**config.mk**
```make
export PLATFORM = sky130hd
export DESIGN_NAME = cbit_dir
export DESIGN_NICKNAME = d
export VERILOG_FILES = /design/src/rtl/cbit_dir_pkg.sv /design/src/rtl/cbit_dir_next.sv /design/src/rtl/cbit_dir_entry.sv /design/src/rtl/cbit_dir.sv
export SDC_FILE = /design/constraint.sdc
export NUM_CORES = 1
export LEC_CHECK = 0
export BUFFER_PORTS_ARGS = -buffer_cell sky130_fd_sc_hd__buf_2
export CORE_UTILIZATION = 55
export DETAILED_ROUTE_END_ITERATION = 8
export HOLD_SLACK_MARGIN = 0.15
export PLACE_DENSITY = 0.83
export SYNTH_ARGS = -nofsm -noshare
export SYNTH_HDL_FRONTEND = slang
export SYNTH_SLANG_ARGS = --single-unit
export TNS_END_PERCENT = 30
```
**constraint.sdc**
```tcl
create_clock -name clk_i -period 5.8 [get_ports clk_i]
set_input_delay 0.29 -clock clk_i [delete_from_list [all_inputs] [get_ports clk_i]]
set_output_delay 0.29 -clock clk_i [all_outputs]
set_load 0.01 [all_outputs]
```
**src/rtl/cbit_dir_pkg.sv**
```systemverilog
package cbit_dir_pkg;
  typedef enum logic [2:0] {
    OP_GETS  = 3'd0,
    OP_GETX  = 3'd1,
    OP_UPGR  = 3'd2,
    OP_TGETX = 3'd3,
    OP_UNBLK = 3'd4,
    OP_EVICT = 3'd5
  } op_e;
endpackage

```
**src/rtl/cbit_dir_next.sv**
```systemverilog
module cbit_dir_next
  import cbit_dir_pkg::*;
#(
  parameter int N_CORES = 16,
  localparam int CW = $clog2(N_CORES)
) (
  input  logic               valid_i,
  input  logic [2:0]         op_i,
  input  logic [CW-1:0]      core_i,
  input  logic               txn_i,
  input  logic               cont_i,
  input  logic               commit_i,
  input  logic               cur_cbit_i,
  input  logic [N_CORES-1:0] cur_sh_i,
  input  logic               cur_excl_i,
  input  logic               cur_busy_i,
  input  logic [CW-1:0]      cur_pcore_i,
  input  logic [2:0]         cur_pop_i,
  output logic               we_o,
  output logic               nxt_cbit_o,
  output logic [N_CORES-1:0] nxt_sh_o,
  output logic               nxt_excl_o,
  output logic               nxt_busy_o,
  output logic [CW-1:0]      nxt_pcore_o,
  output logic [2:0]         nxt_pop_o,
  output logic               rsp_fire_o,
  output logic               rsp_retry_o
);
  logic               is_req;
  logic [N_CORES-1:0] core_bit;

  assign is_req   = op_i <= 3'(OP_TGETX);
  assign core_bit = N_CORES'(1) << cur_pcore_i;

  always_comb begin
    we_o        = 1'b0;
    nxt_cbit_o  = cur_cbit_i;
    nxt_sh_o    = cur_sh_i;
    nxt_excl_o  = cur_excl_i;
    nxt_busy_o  = cur_busy_i;
    nxt_pcore_o = cur_pcore_i;
    nxt_pop_o   = cur_pop_i;
    rsp_fire_o  = 1'b0;
    rsp_retry_o = 1'b0;
    if (valid_i) begin
      if (is_req) begin
        rsp_fire_o  = 1'b1;
        rsp_retry_o = cur_busy_i;
        if (!cur_busy_i) begin
          we_o        = 1'b1;
          nxt_busy_o  = 1'b1;
          nxt_pcore_o = core_i;
          nxt_pop_o   = op_i;
        end
      end else if (op_i == 3'(OP_UNBLK)) begin
        if (cur_busy_i) begin
          we_o       = 1'b1;
          nxt_busy_o = 1'b0;
          // flag update: contended sets, commit holds, plain write clears
          if (cont_i)
            nxt_cbit_o = 1'b1;
          else if (!commit_i && !txn_i &&
                   (cur_pop_i == 3'(OP_GETX) || cur_pop_i == 3'(OP_UPGR)))
            nxt_cbit_o = 1'b0;
          // excl implies cur_sh_i is the owner bit, so OR keeps the owner
          if (cur_pop_i == 3'(OP_GETS) || (cur_pop_i == 3'(OP_TGETX) && cont_i)) begin
            nxt_sh_o   = cur_sh_i | core_bit;
            nxt_excl_o = 1'b0;
          end else begin
            nxt_sh_o   = core_bit;
            nxt_excl_o = 1'b1;
          end
        end
      end else if (op_i == 3'(OP_EVICT)) begin
        we_o       = 1'b1;
        nxt_cbit_o = 1'b0;
        nxt_sh_o   = '0;
        nxt_excl_o = 1'b0;
        nxt_busy_o = 1'b0;
      end
    end
  end
endmodule

```
**src/rtl/cbit_dir_entry.sv**
```systemverilog
module cbit_dir_entry #(
  parameter int N_CORES = 16,
  localparam int CW = $clog2(N_CORES)
) (
  input  logic               clk_i,
  input  logic               rst_ni,
  input  logic               we_i,
  input  logic               d_cbit_i,
  input  logic [N_CORES-1:0] d_sh_i,
  input  logic               d_excl_i,
  input  logic               d_busy_i,
  input  logic [CW-1:0]      d_pcore_i,
  input  logic [2:0]         d_pop_i,
  output logic               q_cbit_o,
  output logic [N_CORES-1:0] q_sh_o,
  output logic               q_excl_o,
  output logic               q_busy_o,
  output logic [CW-1:0]      q_pcore_o,
  output logic [2:0]         q_pop_o
);
  always_ff @(posedge clk_i or negedge rst_ni) begin
    if (!rst_ni) begin
      q_cbit_o  <= 1'b0;
      q_sh_o    <= '0;
      q_excl_o  <= 1'b0;
      q_busy_o  <= 1'b0;
      q_pcore_o <= '0;
      q_pop_o   <= '0;
    end else if (we_i) begin
      q_cbit_o  <= d_cbit_i;
      q_sh_o    <= d_sh_i;
      q_excl_o  <= d_excl_i;
      q_busy_o  <= d_busy_i;
      q_pcore_o <= d_pcore_i;
      q_pop_o   <= d_pop_i;
    end
  end


  excl_single_owner_chk: assert property (@(posedge clk_i) disable iff (!rst_ni)
    q_excl_o |-> $countones(q_sh_o) == 1);
endmodule

```
**src/rtl/cbit_dir.sv**
```systemverilog
module cbit_dir
  import cbit_dir_pkg::*;
#(
  parameter int N_CORES = 16,
  parameter int N_LINES = 8,
  localparam int CW = $clog2(N_CORES),
  localparam int LW = $clog2(N_LINES)
) (
  input  logic               clk_i,
  input  logic               rst_ni,
  input  logic               msg_valid_i,
  input  logic [2:0]         msg_op_i,
  input  logic [LW-1:0]      msg_line_i,
  input  logic [CW-1:0]      msg_core_i,
  input  logic               ub_txn_i,
  input  logic               ub_cont_i,
  input  logic               ub_commit_i,
  output logic               rsp_valid_o,
  output logic               rsp_retry_o,
  output logic               rsp_cbit_o,
  output logic [CW-1:0]      rsp_core_o,
  output logic [LW-1:0]      rsp_line_o,
  input  logic [LW-1:0]      qry_line_i,
  output logic               qry_cbit_o,
  output logic [N_CORES-1:0] qry_sharers_o,
  output logic               qry_excl_o,
  output logic               qry_busy_o
);
  logic               cbit_q  [N_LINES];
  logic [N_CORES-1:0] sh_q    [N_LINES];
  logic               excl_q  [N_LINES];
  logic               busy_q  [N_LINES];
  logic [CW-1:0]      pcore_q [N_LINES];
  logic [2:0]         pop_q   [N_LINES];

  logic               we, n_cbit, n_excl, n_busy, rsp_fire, rsp_retry;
  logic [N_CORES-1:0] n_sh;
  logic [CW-1:0]      n_pcore;
  logic [2:0]         n_pop;

  cbit_dir_next #(.N_CORES(N_CORES)) u_next (
    .valid_i    (msg_valid_i),
    .op_i       (msg_op_i),
    .core_i     (msg_core_i),
    .txn_i      (ub_txn_i),
    .cont_i     (ub_cont_i),
    .commit_i   (ub_commit_i),
    .cur_cbit_i (cbit_q[msg_line_i]),
    .cur_sh_i   (sh_q[msg_line_i]),
    .cur_excl_i (excl_q[msg_line_i]),
    .cur_busy_i (busy_q[msg_line_i]),
    .cur_pcore_i(pcore_q[msg_line_i]),
    .cur_pop_i  (pop_q[msg_line_i]),
    .we_o       (we),
    .nxt_cbit_o (n_cbit),
    .nxt_sh_o   (n_sh),
    .nxt_excl_o (n_excl),
    .nxt_busy_o (n_busy),
    .nxt_pcore_o(n_pcore),
    .nxt_pop_o  (n_pop),
    .rsp_fire_o (rsp_fire),
    .rsp_retry_o(rsp_retry)
  );

  for (genvar g = 0; g < N_LINES; g++) begin : g_line
    cbit_dir_entry #(.N_CORES(N_CORES)) u_entry (
      .clk_i    (clk_i),
      .rst_ni   (rst_ni),
      .we_i     (we && (msg_line_i == LW'(g))),
      .d_cbit_i (n_cbit),
      .d_sh_i   (n_sh),
      .d_excl_i (n_excl),
      .d_busy_i (n_busy),
      .d_pcore_i(n_pcore),
      .d_pop_i  (n_pop),
      .q_cbit_o (cbit_q[g]),
      .q_sh_o   (sh_q[g]),
      .q_excl_o (excl_q[g]),
      .q_busy_o (busy_q[g]),
      .q_pcore_o(pcore_q[g]),
      .q_pop_o  (pop_q[g])
    );
  end

  always_ff @(posedge clk_i or negedge rst_ni) begin
    if (!rst_ni) begin
      rsp_valid_o <= 1'b0;
      rsp_retry_o <= 1'b0;
      rsp_cbit_o  <= 1'b0;
      rsp_core_o  <= '0;
      rsp_line_o  <= '0;
    end else begin
      rsp_valid_o <= rsp_fire;
      if (rsp_fire) begin
        rsp_retry_o <= rsp_retry;
        rsp_cbit_o  <= cbit_q[msg_line_i];
        rsp_core_o  <= msg_core_i;
        rsp_line_o  <= msg_line_i;
      end
    end
  end

  assign qry_cbit_o    = cbit_q[qry_line_i];
  assign qry_sharers_o = sh_q[qry_line_i];
  assign qry_excl_o    = excl_q[qry_line_i];
  assign qry_busy_o    = busy_q[qry_line_i];

  logic is_req_in;
  assign is_req_in = msg_valid_i && (msg_op_i <= 3'(OP_TGETX));


  grant_cbit_chk: assert property (@(posedge clk_i) disable iff (!rst_ni)
    is_req_in && !busy_q[msg_line_i] |=>
      rsp_valid_o && !rsp_retry_o && rsp_cbit_o == $past(cbit_q[msg_line_i])
      && busy_q[$past(msg_line_i)]);

  retry_on_busy_chk: assert property (@(posedge clk_i) disable iff (!rst_ni)
    is_req_in && busy_q[msg_line_i] |=> rsp_valid_o && rsp_retry_o);

  cont_sets_chk: assert property (@(posedge clk_i) disable iff (!rst_ni)
    msg_valid_i && msg_op_i == 3'(OP_UNBLK) && busy_q[msg_line_i] && ub_cont_i
      |=> cbit_q[$past(msg_line_i)]);

  commit_holds_chk: assert property (@(posedge clk_i) disable iff (!rst_ni)
    msg_valid_i && msg_op_i == 3'(OP_UNBLK) && ub_commit_i && cbit_q[msg_line_i]
      |=> cbit_q[$past(msg_line_i)]);

  evict_clears_chk: assert property (@(posedge clk_i) disable iff (!rst_ni)
    msg_valid_i && msg_op_i == 3'(OP_EVICT) |=>
      !cbit_q[$past(msg_line_i)] && sh_q[$past(msg_line_i)] == '0
      && !busy_q[$past(msg_line_i)]);
endmodule

```
==> flow_summary.yaml <==
run_status:
  status: "completed"
detailed_routing:
  wl_per_cell_um: 23.6
  final_antenna_net_count: 0
  drc_errors: 0
  vias_per_cell: 6.65
  firstDrtPassIters: 5
  vias: 7906
  first_iter_violations: 672
  wl_um: 28100
global_route:
  grt_pass1_wl_um: 45400
  antenna_found_initial: 0
  grt_use_total_pct: 26.7
  grt_max_degree: 125
  grt_pass1_vias: 8263
  busiest_layer: "met2"
  met1_usage_pct: 35.7
  use_met3_pct: 4.44
  met2_usage_pct: 44.1
  grt.overflow.total: 0
synthesis:
  async_flop_share_pct: 100
  yosys_warnings: 0
  synth-seq-area-share_pct: 46.5
  ys_ff_latch: 218
  syn_inst: 873
  synth_edf_count: 0
  syn_area_per_cell_um2: 13.4
  syn-cell-area_um2: 11700
  ys_types: 54
  synth_nets: 892
  synthFlopType: "dfrtp_1"
critical_path:
  crit_fanout: 58
  cp-end-kind: "flop"
  critPathLaunchType: "primary input"
  ff2ff_path_depth: 8
  required_ns: 6.20
  critPathArrivalTime_ns: 4.12
  critical_path_class: "in2reg"
final_layout:
  instances_no_fill: 1188
  stdcell_area_um2: 12900
  syn2layout_area_growth_pct: 9.82
  fin_util_pct: 61.4
  diodes: 0
  drive_above_1_share_pct: 40.0
  layout.nets: 917
die:
  core_area_um2: 21000
  die_area_um2: 21900
  ios: 48
  die_h_um: 148
  initial_core_util_pct: 56.0
  fp.dieW_um: 148
  rows: 53
clock_network:
  clkSinkCount: 218
  path_clk_slew_ns: 0.06
  numCtsBuffers: 23
  cts_max_level: 1
  clock_latency_ns: 0.52
  ctsRootBufferMaster: "clkbuf_16"
  clock_tree.buffer_depth: 3
  cts_tree: "done"
  postCtsSetupBuffers: 0
min_path:
  min_path_type: "in2reg"
  holdPathStages: 3
power:
  power.density_nw_per_um2: 340
  irDropWorstVdd_mv: 0.185
  finalPower_uw: 4380
  power_frac_seq_pct: 44.6
  sw_frac_of_total_pct: 29.4
  power.internal_uw: 3090
  p_switching_uw: 1280
  power.leakage_uw: 0.00579
  combinationalPowerShare_pct: 22.0
  clock_power_share_pct: 33.4
sta:
  rsz0062_at_grt: "no"
  period_minus_slack_ns: 3.72
  tns_ns: 0
  fin_crit_sh_pct: 64.1
  timing.fmax_mhz: 269
  fin_skew_ns: 0.0168
  hold_viol_final: 0
  slew_headroom_pct: 21.5
  drv_slew: 0
  tightest_slew_ns: 1.17
  setup_viol: 0
run:
  maxCapViolCount: 0
place:
  io_buffers: 47
  dp_cells: 1143
  place_area_um2: 12100
  dp.final_hpwl_um: 17700
  gp_congestion: 0.864
-- what timing repair did --
action,CTS,global route
hold buffers,5,0
resized for setup,0,0
hold endpoints to repair,98,0
-- routing by layer --
metal / wire length (µm) / share of wire (%)
met5: 0 / 0
met2: 13900 / 49
met4: 945 / 3.4
met1: 11600 / 41
met3: 1690 / 6.0
-- stage by stage --
step / worst slack (ns) / hold WS (ns)
6_report: 2.08 / 0.300
5_1_grt: 1.87 / 0.299
4_1_cts: 2.14 / 0.286
3_5_place_dp: 1.61 / 0.426
3_3_place_gp: 1.69 / 0.425
2_1_floorplan: 3.33 / -0.00559
-- logic make-up after synthesis --
kind of cell              share of synthesized area, %
and+or+nand+nor                                   6.67
AOI/OAI and AO/OA                                 7.99
muxes                                             35.8
DFF                                               46.5
xor gates and xnor gates                        0.0747
buffers and inverters                             2.90
-- path summary, 6_finish.rpt --
check	start	to	slack [ns]
max	msg_line_i[0]	g_line[0].u_entry.q_sh_o[3]	2.08
min	msg_op_i[1]	g_line[2].u_entry.q_pop_o[1]	0.30
max reg2reg	g_line[6].u_entry.q_busy_o	g_line[0].u_entry.q_sh_o[3]	2.58
min reg2reg	rsp_core_o[1]	rsp_core_o[1]	0.47
max in group asynchronous	rst_ni	rsp_core_o[0]	4.26
min in group asynchronous	rst_ni	g_line[2].u_entry.q_sh_o[5]	0.39
-- synthesized netlist by cell type (2+ instances only) --
library cell	number	area [µm²]
and2_1	2	12.5
nor3_1	19	95.1
nand3_1	19	95.1
mux2_2	158	1780
mux4_2	82	1850
buf_4	7	52.6
nand2_1	88	330
clkbuf_1	16	60.1
dfrtp_1	218	5460
a211o_1	3	26.3
a21oi_1	20	100
o22ai_1	3	18.8
or2_2	2	12.5
inv_1	3	11.3
o211ai_1	3	22.5
buf_6	4	45.0
nor2_1	11	41.3
buf_1	10	37.5
o211ai_2	11	138
nor2b_1	2	12.5
o21ai_1	3	15.0
a2bb2oi_1	16	140
mux2i_1	8	80.1
o31ai_1	2	15.0
nor2_4	3	33.8
a31oi_1	20	125
a211oi_1	3	22.5
buf_2	26	130
or3b_1	3	26.3
nand2b_1	3	18.8
nor2_2	5	31.3
o21ai_0	35	175
mux2_1	44	495
-- flip-flops by register name, indices dropped and copies added, names as in the netlist --
| name | count |
|---|---|
| rsp_core_o | 4 |
| rsp_retry_o | 1 |
| g_line.u_entry.q_cbit_o | 8 |
| g_line.u_entry.q_busy_o | 8 |
| rsp_valid_o | 1 |
| rsp_cbit_o | 1 |
| rsp_line_o | 3 |
| g_line.u_entry.q_pop_o | 24 |
| g_line.u_entry.q_sh_o | 128 |
| g_line.u_entry.q_excl_o | 8 |
| g_line.u_entry.q_pcore_o | 32 |
-- placed cells by master, fill, tap and decap left out, types with 3 or more instances in the layout --
master / synthesis / final
mux2_1: 44 / 44
buf_2: 26 / 45
clkbuf_8: 0 / 4
a21oi_1: 20 / 20
nor2_4: 3 / 3
nand2_1: 88 / 88
a31oi_1: 20 / 20
mux2_2: 158 / 158
clkbuf_1: 16 / 5
inv_1: 3 / 3
or3b_1: 3 / 3
o21ai_0: 35 / 35
nand3_1: 19 / 19
clkbuf_16: 0 / 23
nor3_1: 19 / 19
a211o_1: 3 / 3
o211ai_1: 3 / 3
dfrtp_1: 218 / 218
a211oi_1: 3 / 3
mux2i_1: 8 / 8
buf_4: 7 / 11
clkinv_2: 0 / 4
a2bb2oi_1: 16 / 16
dlygate4sd3_1: 0 / 5
o22ai_1: 3 / 3
nor2_2: 5 / 5
nor2_1: 11 / 11
o21ai_1: 3 / 3
o211ai_2: 11 / 11
mux4_2: 82 / 82
nand2b_1: 3 / 3
-- power groups by stage --
stage | clock [µW] | combinational [µW] | sequential (µW)
2_1_floorplan | 0 | 714 | 1920
3_3_place_gp | 0 | 924 | 1960
3_5_place_dp | 0 | 951 | 1980
4_1_cts | 1470 | 957 | 1950
5_1_grt | 1540 | 1040 | 1980
6_report | 1460 | 963 | 1950
-- area by class of cell --
cell class	instances	area [µm²]
Fill cell	1586	8080
Multi-Input combinational cell	588	5930
Sequential cell	218	5460
Clock buffer	31	636
Timing Repair Buffer	63	392
Tap cell	275	344
Clock inverter	9	105
Inverter	4	15.0
-- worst max-delay path: stages --
cell	delay, ns
buf_4	0.77
inv_1	0.46
a32o_1	0.45
o21ai_1	0.17
buf_4	0.26
a21boi_4	0.71
nor2_2	0.31
buf_4	0.33
mux2_2	0.31
Power figures use the tool's default switching activity.
